[src/rtl/tmac_pkg.sv]
package tmac_pkg;
  // Bit positions inside each two-bit ternary weight code
  localparam int WGT_ZERO_BIT = 1;
  localparam int WGT_NEG_BIT  = 0;
  localparam int WGT_BITS     = 2;
endpackage

[src/rtl/tmac_pick.sv]
// Lowest-lane-first selector over the lanes still waiting to be added
module tmac_pick #(
  parameter  int LANES = 4,
  localparam int IDX_W = (LANES > 1) ? $clog2(LANES) : 1
) (
  input  logic [LANES-1:0] mask,
  output logic [LANES-1:0] grant,
  output logic [IDX_W-1:0] idx,
  output logic             any,
  output logic             at_most_one
);
  logic found;

  always_comb begin
    grant = '0;
    idx   = '0;
    found = 1'b0;
    for (int i = 0; i < LANES; i++) begin
      if (mask[i] && !found) begin
        grant[i] = 1'b1;
        idx      = IDX_W'(i);
        found    = 1'b1;
      end
    end
  end

  assign any         = |mask;
  assign at_most_one = ((mask & (mask - LANES'(1))) == '0);
endmodule

[src/rtl/tmac_operand.sv]
// Sign extension and conditional two's-complement negation; no multiplier
module tmac_operand #(
  parameter int ACT_W = 8,
  parameter int ACC_W = 17
) (
  input  logic [ACT_W-1:0]        act,
  input  logic                    neg,
  input  logic                    en,
  output logic signed [ACC_W-1:0] opnd
);
  logic signed [ACC_W-1:0] ext;

  assign ext = {{(ACC_W-ACT_W){act[ACT_W-1]}}, act};

  always_comb begin
    if (!en)      opnd = '0;
    else if (neg) opnd = ~ext + ACC_W'(1);
    else          opnd = ext;
  end
endmodule

[src/rtl/ternary_mac_pe.sv]
module ternary_mac_pe
  import tmac_pkg::*;
#(
  parameter  int ACT_W   = 8,
  parameter  int LANES   = 4,
  parameter  int MAX_LEN = 256,
  localparam int LEN_W   = $clog2(MAX_LEN),
  localparam int ACC_W   = ACT_W + LEN_W + 1,
  localparam int IDX_W   = (LANES > 1) ? $clog2(LANES) : 1
) (
  input  logic                      clk,
  input  logic                      rst,
  input  logic                      in_valid,
  output logic                      in_ready,
  input  logic [WGT_BITS*LANES-1:0] in_wgt,
  input  logic [ACT_W*LANES-1:0]    in_act,
  input  logic                      in_last,
  output logic                      out_valid,
  input  logic                      out_ready,
  output logic [ACC_W-1:0]          out_sum
);
  // Decoded view of the incoming group
  logic [LANES-1:0] in_nz, in_neg;

  for (genvar g = 0; g < LANES; g++) begin : g_dec
    assign in_nz[g]  = !in_wgt[WGT_BITS*g + WGT_ZERO_BIT];
    assign in_neg[g] = in_wgt[WGT_BITS*g + WGT_NEG_BIT];
  end

  // Pending group
  logic                   pend_v, pend_last;
  logic [LANES-1:0]       pend_mask, pend_neg;
  logic [ACT_W*LANES-1:0] pend_act;

  logic [LANES-1:0] grant;
  logic [IDX_W-1:0] idx;
  logic             has_any, one_left;

  tmac_pick #(.LANES(LANES)) u_pick (
    .mask        (pend_mask),
    .grant       (grant),
    .idx         (idx),
    .any         (has_any),
    .at_most_one (one_left)
  );

  logic final_step, out_free, adv, issue, load;

  assign final_step = pend_v && one_left;
  assign out_free   = !out_valid || out_ready;
  assign adv        = pend_v && !(final_step && pend_last && !out_free);
  assign issue      = adv && has_any;
  assign in_ready   = !pend_v || (final_step && adv);
  assign load       = in_valid && in_ready;

  logic signed [ACC_W-1:0] opnd, acc, sum_next;

  tmac_operand #(.ACT_W(ACT_W), .ACC_W(ACC_W)) u_opnd (
    .act  (pend_act[idx*ACT_W +: ACT_W]),
    .neg  (pend_neg[idx]),
    .en   (issue),
    .opnd (opnd)
  );

  assign sum_next = acc + opnd;

  always_ff @(posedge clk) begin
    if (rst) begin
      pend_v    <= 1'b0;
      pend_last <= 1'b0;
      pend_mask <= '0;
      acc       <= '0;
      out_valid <= 1'b0;
      out_sum   <= '0;
    end else begin
      if (out_valid && out_ready) out_valid <= 1'b0;
      if (adv) begin
        pend_mask <= pend_mask & ~grant;
        if (final_step && pend_last) begin
          out_sum   <= sum_next;
          out_valid <= 1'b1;
          acc       <= '0;
        end else if (issue) begin
          acc <= sum_next;
        end
      end
      if (load) begin
        pend_v    <= 1'b1;
        pend_mask <= in_nz;
        pend_neg  <= in_neg;
        pend_act  <= in_act;
        pend_last <= in_last;
      end else if (adv && final_step) begin
        pend_v <= 1'b0;
      end
    end
  end

  // Holding two or more live lanes blocks new input
  p_in_hold_r6: assert property (@(posedge clk) disable iff (rst)
    pend_v && !one_left |-> !in_ready);

  // Each add retires exactly one live lane; zero lanes never take a slot
  p_skip_r2: assert property (@(posedge clk) disable iff (rst)
    issue && !load |=> $countones(pend_mask) == $countones($past(pend_mask)) - 1);

  // A sum leaves only with the accumulator already cleared
  p_acc_clear_r7: assert property (@(posedge clk) disable iff (rst)
    $rose(out_valid) |-> acc == '0);

  // Stalled result stays put
  p_hold_r8: assert property (@(posedge clk) disable iff (rst)
    out_valid && !out_ready |=> out_valid && $stable(out_sum));

  // Completing last group cannot slip past a busy output
  p_stall_r8: assert property (@(posedge clk) disable iff (rst)
    final_step && pend_last && out_valid && !out_ready |-> !in_ready);
endmodule

[config.mk]
export PLATFORM = sky130hd
export DESIGN_NAME = ternary_mac_pe
export DESIGN_NICKNAME = d
export VERILOG_FILES = /design/src/rtl/tmac_pkg.sv /design/src/rtl/tmac_pick.sv /design/src/rtl/tmac_operand.sv /design/src/rtl/ternary_mac_pe.sv
export SDC_FILE = /design/constraint.sdc
export NUM_CORES = 1
export LEC_CHECK = 0
export ABC_AREA = 1
export BUFFER_PORTS_ARGS = -buffer_cell sky130_fd_sc_hd__buf_2
export CAP_MARGIN = 20
export CORE_UTILIZATION = 55
export CTS_BUF_LIST = sky130_fd_sc_hd__clkbuf_4 sky130_fd_sc_hd__clkbuf_8 sky130_fd_sc_hd__clkbuf_16
export DETAILED_ROUTE_END_ITERATION = 8
export GPL_TIMING_DRIVEN = 0
export HOLD_SLACK_MARGIN = 0.1
export PLACE_DENSITY_LB_ADDON = 0.1
export SETUP_SLACK_MARGIN = 0.05
export SYNTH_ARGS = -nofsm -noshare
export SYNTH_HDL_FRONTEND = slang
export SYNTH_HIERARCHICAL = 1
export SYNTH_SLANG_ARGS = --single-unit
[constraint.sdc]
create_clock -name clk -period 7.85 [get_ports clk]
set_clock_uncertainty 0.1 [all_clocks]
set_input_delay 0.785 -clock clk [delete_from_list [all_inputs] [get_ports clk]]
set_output_delay 0.785 -clock clk [all_outputs]
set_load 0.1 [all_outputs]
* Yosys cells after proc, flatten, opt, wreduce, memory -nomap -nowiden
Cells that the tools add are included.
** Storage, ports and cells
- Flip-flop bits (word level) :: 77
- Bits of input ports :: 45
- Output and inout bits :: 19
- Logic and storage cells :: 72
** Operators by class
- $add $sub $neg :: 3
- $lt $le $gt $ge :: 1
- Shifts and indexed selects :: 1
- Mux-type cells :: 22
- Bitwise logic cells :: 5
- Reductions and logical operators :: 32
** Operators by type and width (count)
- 17-bit two-way mux :: 4
- 32-bit by 6-bit indexed part select with 8-bit output :: 1
- 17-bit adder :: 1
- 17-bit by 2-bit adder with 17-bit output, second input constant :: 1
- 8-bit NOT with 17-bit output :: 1
- 1-bit two-way mux :: 13
- 1-bit logical AND :: 11
- 1-bit logical NOT :: 11
- 4-bit AND :: 2
- 4-bit two-way mux :: 2
- 2-bit AND reduction :: 3
- 2-bit nonzero test :: 3
- 4-bit logical NOT :: 1
- 2-bit two-way mux :: 2
- 4-bit NOT :: 1
- 4-bit OR reduction :: 1
- 4-bit by 1-bit subtractor with 4-bit output, second input constant :: 1
- 2-bit by 3-bit < comparator with 1-bit output, second input constant :: 1
- 1-bit binary-select mux with 2-bit select :: 1
- 1-bit logical OR :: 2
- 1-bit NOT :: 1

* Longest topological paths before layout
Gate-level depths: netlist of run 1.
- Word-level depth :: 18
- Mapped depth :: 30
- Gate-level depth less buffers :: 28

* Hierarchy
The synthesis of run 1 kept the hierarchy.
** By module, submodules not included
- ternary_mac_pe :: instances 1, cells each 506, area each 3997.6 um^2, seq. area each 1901.8 um^2
- tmac_operand :: instances 1, cells each 71, area each 365.4 um^2, seq. area each 0.0 um^2
- tmac_pick :: instances 1, cells each 22, area each 110.1 um^2, seq. area each 0.0 um^2

* Worst setup path before layout of run 1
OpenSTA, ideal clock, no wires.
- Kind :: input -> register
- From :: input port out_ready
- To :: register pend_act[0], enable pin
- Setup time :: 429 ps
- Arrival time :: 4204 ps
- Required time :: 7321 ps
- Slack :: 3116 ps
- Stages :: 6
- Path buffers :: 0
- Cells stage by stage :: inv_1 > nand2_4 > nor2_4 > nor2_1 > nand2_2 > nor2_1
** Between the ends
- Cells in the longest elaborated chain, start to end :: 9
** Ends and longest elaborated chain
- start, declared :: line ternary_mac_pe.sv:19 : input logic out_ready,
- 1-bit logical OR :: line ternary_mac_pe.sv:50 : assign out_free = !out_valid || out_ready;
- 1-bit logical NOT :: line ternary_mac_pe.sv:51 : assign adv = pend_v && !(final_step && pend_last && !out_free);
- 1-bit logical AND :: line ternary_mac_pe.sv:51
- 1-bit logical NOT :: line ternary_mac_pe.sv:51
- 1-bit logical AND :: line ternary_mac_pe.sv:51
- 1-bit logical AND :: line ternary_mac_pe.sv:53 : assign in_ready = !pend_v || (final_step && adv);
- 1-bit logical OR :: line ternary_mac_pe.sv:53
- via in_ready :: line ternary_mac_pe.sv:14 : output logic in_ready,
- 1-bit logical AND :: line ternary_mac_pe.sv:54 : assign load = in_valid && in_ready;
- 2-bit AND reduction (no source line)
- end signal, assigned :: line ternary_mac_pe.sv:91 : pend_act <= in_act;
- end, declared :: line ternary_mac_pe.sv:33 : logic [ACT_W*LANES-1:0] pend_act;
The timed path passes the listed nets, and every way through them passes these cells.
A chain may end at the register's enable or synchronous reset.

* Final worst setup path of run 1
- From :: register pend_mask[0]
- To :: register out_sum[14]
** Between the ends
- Cells in the longest elaborated chain, start to end :: 16
- Elaborated cells on any way between the ends :: 31
- Classes of those cells :: add/sub: 3; shift: 1; mux: 10; bitwise: 2; reduce/logical: 15
** Ends and longest elaborated chain
- start, declared :: line ternary_mac_pe.sv:32 : logic [LANES-1:0] pend_mask, pend_neg;
- start signal, assigned :: line ternary_mac_pe.sv:78 : pend_mask <= pend_mask & ~grant;
- start signal, assigned :: line ternary_mac_pe.sv:89 : pend_mask <= in_nz;
- 1-bit two-way mux (*) :: line tmac_pick.sv:19 : if (mask[i] && !found) begin
- 1-bit logical NOT :: line tmac_pick.sv:19
- 1-bit logical AND :: line tmac_pick.sv:19
- 1-bit two-way mux :: line tmac_pick.sv:19
- 1-bit logical NOT :: line tmac_pick.sv:19
- 1-bit logical AND :: line tmac_pick.sv:19
- 1-bit two-way mux :: line tmac_pick.sv:19
- 1-bit logical NOT :: line tmac_pick.sv:19
- (+2 left out)
- via idx[0] :: line ternary_mac_pe.sv:36 : logic [IDX_W-1:0] idx;
- 32-bit by 6-bit indexed part select with 8-bit output :: line ternary_mac_pe.sv:59 : .act (pend_act[idx*ACT_W +: ACT_W]),
- 8-bit NOT with 17-bit output :: line tmac_operand.sv:17 : else if (neg) opnd = ~ext + ACC_W'(1);
- 17-bit by 2-bit adder with 17-bit output :: line tmac_operand.sv:17
- 17-bit two-way mux (*) :: line tmac_operand.sv:17
- 17-bit two-way mux (*) :: line tmac_operand.sv:16 : if (!en) opnd = '0;
- via opnd[8] :: line ternary_mac_pe.sv:56 : logic signed [ACC_W-1:0] opnd, acc, sum_next;
- 17-bit adder (*) :: line ternary_mac_pe.sv:65 : assign sum_next = acc + opnd;
- end signal, assigned :: line ternary_mac_pe.sv:80 : out_sum <= sum_next;
- end, declared :: line ternary_mac_pe.sv:20 : output logic [ACC_W-1:0] out_sum
Mark *: on every way through the listed nets, which the timed path passes. The rest lies on a longest branch. The select of a mux whose other input is x is not followed.

==> results.json, run 1 <==
{
  "dp_hpwl_mm": 7.380,
  "numClockSinks": 77,
  "worst-path-buf-inv": 7,
  "firstDrtPassIters": 5,
  "gp_congestion": 0.8937,
  "ys_ff_latch": 77,
  "cp-end-kind": "flip-flop",
  "drv_slew": 0,
  "slowest_delay_ns": 0.44,
  "dp.cells": 764,
  "slew_headroom_pct": 36.46,
  "power.internal_uw": 628.0,
  "cp_slowest_cell": "dfxtp_1",
  "pwr_density_cell_nw_per_um2": 186.1,
  "netlist_area_um2": 4473,
  "pwr-share-seq_pct": 46.9,
  "ant_nets": 0,
  "pwr-share-comb_pct": 22.9,
  "clock-root-buffer": "clkbuf_8",
  "synth_edf_count": 36,
  "finalWorstPathRequiredPeriod_ns": 4.125,
  "setup_viol": 0,
  "routed_wl_mm": 9.797,
  "crit_family": "simple AND/OR/NAND/NOR gates",
  "layout-drive-gt1-share_pct": 18.58,
  "cp.required_ns": 8.02,
  "worstPathArrival_ns": 4.29,
  "die_x_um": 92.18,
  "clk_latency_ns": 0.36,
  "grt_overflow": 0,
  "ys_warn_count": 6,
  "async_flop_share_pct": 0,
  "yosys.cell_types.count": 39,
  "post_cts_buffers": 0,
  "fin_crit_sh_pct": 52.54,
  "die_area_um2": 8497,
  "power.switching_uw": 322.6,
  "start_kind": "flip-flop",
  "final-hold-violation-count": 0,
  "vias_per_cell": 5.055,
  "io_pins": 64,
  "synth-seq-area-share_pct": 42.52,
  "leakagePower_uw": 0.002556,
  "die_y_um": 92.18,
  "avgSynthCellArea_um2": 7.468,
  "max_freq_ghz": 0.2424,
  "cp_num_cells": 28,
  "maxCapViolations": 0,
  "port_buffers": 63,
  "grt_usage_pct": 25.10,
  "clock_path_buffers": 2,
  "synth_cells": 599,
  "rsz0062_at_grt": "false",
  "setup-tns-final_ns": 0,
  "hold_buffers": 0,
  "dr.first_iter.drc_count": 319,
  "cts_max_level": 3,
  "sw_frac_of_total_pct": 33.94,
  "syn_to_final_growth_pct": 14.18,
  "hold_path_class": "reg2reg",
  "critPathMostFrequentCell": "nand2_1",
  "grt_max_degree": 37,
  "cts_resized": 0,
  "tightest_slew_ns": 0.9509,
  "irDropWorstVdd_v": 0.0001154,
  "vias": 3943,
  "num_antenna_cells": 0,
  "synth-main-ff-cell": "dfxtp_1",
  "crit_path_max_fanout": 10,
  "grt_pass1_wl_mm": 16.64,
  "final_nets": 738,
  "core_area_um2": 7807,
  "worstSetupPathType": "reg2reg",
  "rr_worst_depth": 28,
  "start_util_pct": 57.29,
  "status": "completed",
  "grt_pass1_vias": 3745,
  "path_clk_slew_ns": 0.09,
  "fp-row-count": 32,
  "holdPathStages": 2,
  "tritoncts": "done",
  "antenna_found_initial": 0,
  "numCtsBuffers": 9,
  "synth_nets": 664,
  "post-route-util_pct": 65.42,
  "finalNonFillerCells": 780,
  "pwr-share-clk_pct": 30.2,
  "drc": 0,
  "wl_per_cell_um": 12.56
}
synth_stat cells, types with 5 or more instances:
master,number,area (um2)
o21ai_0,29,145.1
o22ai_1,9,56.30
edfxtp_1,36,1081
ha_1,19,237.7
a21oi_1,39,195.2
nand2_2,10,62.56
inv_1,82,307.8
dfxtp_1,41,820.8
or2_1,5,31.28
nand2_1,172,645.6
a21oi_2,6,52.55
nor2_1,72,270.3
inv_2,5,18.77
nand3_1,28,140.1
worst min-delay path: stages, from the launching register on:
cell,delay [ns]
dfxtp_1,0.32
nand2_1,0.06
a21oi_1,0.05
sequential cells by signal, summed over array words and instances, names as in the netlist:
register   cells
pend_mask      4
pend_last      1
out_sum       17
pend_neg       4
acc           17
pend_v         1
out_valid      1
pend_act      32
layer usage:
metal	part of all wire (%)	global-route usage [%]	vias up
met5	0	0	-
met4	1.8	7.682	0
met3	5.3	4.809	14
met2	47	41.85	103
met1	46	32.93	1761
li1	-	-	2065
cells by family after synthesis:
kind of cell             Yosys count  share of synthesized area (%)
AO/OA/AOI/OAI                     89                          11.33
XOR/XNOR                           5                         0.9792
adder cells (fa/ha/maj)           20                          5.762
buffers and inverters            104                          10.18
flip-flops                        77                          42.52
AND/OR/NAND/NOR                  304                          29.23
power by group through the flow:
stage	logic (uW)	clock network (uW)	registers, uW
floorplan	143	0	473
global placement	210	0	455
detailed placement	216	0	455
CTS	216	293	446
global route	243	313	447
finish	218	287	446
metrics by stage:
stage          hold slack (ns)  cell area, um2  power [uW]  worst slack [ns]
4_1_cts                 0.3719            5107       955.1             3.794
5_1_grt                 0.3963            5107        1003             3.306
3_3_place_gp            0.3503            4916       665.0             3.910
3_5_place_dp            0.3588            4923       670.6             3.826
6_report                0.3679            5107       950.7             3.725
2_1_floorplan           0.3427            4473       616.1             3.116
placed cells by master, fill, tap and decap left out, types with 2 or more instances in the layout:
master and instances:
a21oi_1 39, a21oi_2 6, buf_2 65, buf_4 4, buf_6 2, clkbuf_1 4
clkbuf_8 9, dfxtp_1 41, edfxtp_1 36, ha_1 19, inv_1 82, inv_2 5
inv_4 2, inv_6 5, nand2_1 172, nand2_2 10, nand2_4 2, nand3_1 28
nand4_1 2, nor2_1 71, nor2_2 2, nor2_4 4, nor3_1 4, o211ai_1 2
o21ai_0 29, o22ai_1 9, or2_1 5, xnor2_1 3, xor2_1 2
layout make-up:
cell class	instances	area, um2
Buffer	15	116.4
Inverter	89	339.1
Clock buffer	9	123.9
Fill cell	718	2700
Clock inverter	7	60.06
Multi-Input combinational cell	418	2123
Sequential cell	77	1902
Tap cell	102	127.6
Timing Repair Buffer	63	315.3
worst paths after layout:
kind / from / endpoint / slack [ns]
min reg2reg: acc[0] / acc[0] / 0.37
max: pend_mask[0] / out_sum[14] / 3.73
min: acc[0] / acc[0] / 0.37
max reg2reg: pend_mask[0] / out_sum[14] / 3.73
(Power assumes the default switching activity.)
==> run 2, diff against run 1 <==
- ABC_AREA: 1 -> 0
- CORE_UTILIZATION: 55 -> 51
- clock period: 7.85 -> 3.5 ns (I/O delays scaled with it)
==> results.json, run 2 <==
{
  "wl_per_cell_um": 17.63,
  "grt_max_degree": 37,
  "vias": 3768,
  "slowest_delay_ns": 0.56,
  "power.switching_uw": 599.1,
  "ys_warn_count": 6,
  "top_register": "pend_act",
  "worst-path-buf-inv": 4,
  "pwr_density_cell_nw_per_um2": 366.9,
  "yosys.cell_types.count": 60,
  "dr.first_iter.drc_count": 206,
  "power.internal_uw": 1600,
  "clk_latency_ns": 0.37,
  "clock_path_buffers": 2,
  "hold_path_class": "in2reg",
  "rsz0062_at_grt": "true",
  "synth-main-ff-cell": "dfxtp_1",
  "dp_hpwl_mm": 6.300,
  "final_nets": 616,
  "r2r_slack_ns": -0.69,
  "num_antenna_cells": 0,
  "synth_edf_count": 36,
  "numClockSinks": 77,
  "grt_pass1_wl_mm": 15.97,
  "io_pins": 64,
  "cp_num_cells": 18,
  "cp_slowest_cell": "mux4_2",
  "grt_overflow": 0,
  "die_y_um": 91.12,
  "yosys-top-cells-area": "edfxtp_1 (27%), dfxtp_1 (20%), ha_1 (5.9%), mux4_2 (5.0%), nand2_1 (4.5%)",
  "setup_ws_ns": -0.6857,
  "yosysTopAreaCell": "edfxtp_1",
  "drc": 0,
  "crit_family": "compound AO/OA/AOI/OAI gates",
  "cp.required_ns": 3.65,
  "start_util_pct": 52.69,
  "post-route-util_pct": 77.95,
  "design_area_um2": 5992,
  "grt_usage_pct": 24.82,
  "crit_path_max_fanout": 7,
  "async_flop_share_pct": 0,
  "worstPathArrival_ns": 4.33,
  "synth-seq-area-share_pct": 46.96,
  "gp_congestion": 0.8661,
  "worst_hold_slack_ns": 0.1190,
  "leakagePower_uw": 0.002405,
  "port_buffers": 63,
  "numCtsBuffers": 9,
  "firstDrtPassIters": 5,
  "tightest_slew_ns": 0.9873,
  "antenna_found_initial": 0,
  "netlist_top_cells_count": "nand2_1 (49), dfxtp_1 (41), edfxtp_1 (36), a21oi_1 (33), nor2_1 (20)",
  "pwr-share-clk_pct": 35.4,
  "finalWorstPathRequiredPeriod_ns": 4.186,
  "vias_per_cell": 5.726,
  "grt_pass1_vias": 3500,
  "fin_crit_sh_pct": 119.6,
  "pwr-share-comb_pct": 19.8,
  "layout-drive-gt1-share_pct": 41.55,
  "failed_checks": "negative setup slack",
  "synth_top_cell_area_share_pct": 26.69,
  "sw_frac_of_total_pct": 27.25,
  "core_area_um2": 7687,
  "netlist_area_um2": 4050,
  "synth_nets": 460,
  "syn_to_final_growth_pct": 47.95,
  "placed_area_um2": 4582,
  "fp-row-count": 32,
  "status": "finished, violations left",
  "cts_max_level": 3,
  "ys_ff_latch": 77,
  "largest_reg_flops": 32,
  "cp-end-kind": "flip-flop",
  "top_regs": "pend_act: 32 flops, acc: 17 flops, out_sum: 17 flops",
  "yosysMostFrequentCell": "nand2_1",
  "pwr-share-seq_pct": 44.8,
  "final_common_cell": "buf_2",
  "clock-root-buffer": "clkbuf_8",
  "maxCapViolations": 0,
  "ant_nets": 0,
  "irDropWorstVdd_v": 0.0002733,
  "max_freq_ghz": 0.2389,
  "layout_common_cells": "buf_2 (67), nand2_1 (44), dfxtp_1 (37)",
  "rr_worst_depth": 18,
  "path_cells": "nand2b_4 -> a21oi_2 -> buf_6 -> mux4_2 -> inv_2 -> ha_4 -> or2b_4 -> nor3_4 -> buf_4 -> o21ai_0 -> ha_1 -> clkbuf_4 -> a21oi_2 -> a21boi_4 -> nand4b_1 -> o22ai_2 -> xnor2_2 -> o21ai_1",
  "path_clk_slew_ns": 0.08,
  "die_x_um": 91.12,
  "final-hold-violation-count": 0,
  "critPathMostFrequentCell": "a21oi_2",
  "worstSetupPathType": "reg2reg",
  "setup_viol": 24,
  "synth_cells": 395,
  "tritoncts": "done",
  "routed_wl_mm": 11.60,
  "holdPathStages": 3,
  "die_area_um2": 8302,
  "slew_headroom_pct": 34.02,
  "drv_slew": 0,
  "start_kind": "flip-flop",
  "avgSynthCellArea_um2": 10.25
}
run 2: power groups by stage:
stage          clock network (uW)  logic [uW]  registers, uW
2_1_floorplan                   0         189           1020
3_3_place_gp                    0         269           1000
3_5_place_dp                    0         276           1010
4_1_cts                       778         368            984
5_1_grt                       813         466            987
6_report                      778         436            984
run 2: kinds of logic after synthesis:
family	after synthesis	synth area share, %
fa+ha+maj	20	6.364
compound gates	104	16.96
xor+xnor	17	3.676
flops	77	46.96
buf+inv	27	2.780
simple gates	138	17.52
mux	12	5.746
run 2: final cells by class:
type,instances,area (um2)
buffer,18,100.1
clock buffer,11,138.9
clock inverter,5,83.83
fill,504,1695
inverter,9,33.78
multi-input combinational,291,2521
sequential,77,1912
tap,102,127.6
timing repair buffer,145,1075
run 2: path summary, 6_finish.rpt:
check	startpoint	endpoint
worst max-delay path	pend_mask[2]	acc[15]
worst min-delay path	in_wgt[5]	pend_mask[2]
worst max register to register	pend_mask[2]	acc[15]
worst min register to register	out_sum[2]	out_sum[2]
run 2: routing by layer:
metal	wire length [um]	GRT usage (%)	vias to the layer above	share of wire [%]
li1	-	-	1760	-
met1	4338	28.73	1808	37
met2	6182	44.26	150	53
met3	583	4.020	50	5.0
met4	497	12.57	0	4.3
met5	0	0	-	0
run 2: per-stage QoR:
stage               setup slack (ns)  power [uW]  std cells  TNS, ns
floorplan                    -0.3058        1205        395   -3.489
global placement              -1.004        1274        560   -15.21
detailed placement            -1.070        1282        560   -16.70
CTS                          -0.5123        2129        640   -8.244
global route                 -0.8326        2266        658   -15.57
finish                       -0.6857        2199        658   -11.94
run 2: what timing repair did:
action,CTS,global route
buffers inserted,28,18
endpoints found under the setup margin,26,27
pin swaps,29,38
cloned,0,0
hold buffers,36,0
hold endpoints to repair,36,0
resized for setup,51,56
run 2: worst min-delay path: stages:
cell and delay, ns:
buf_2 0.07, or2_2 0.09, a21oi_1 0.04
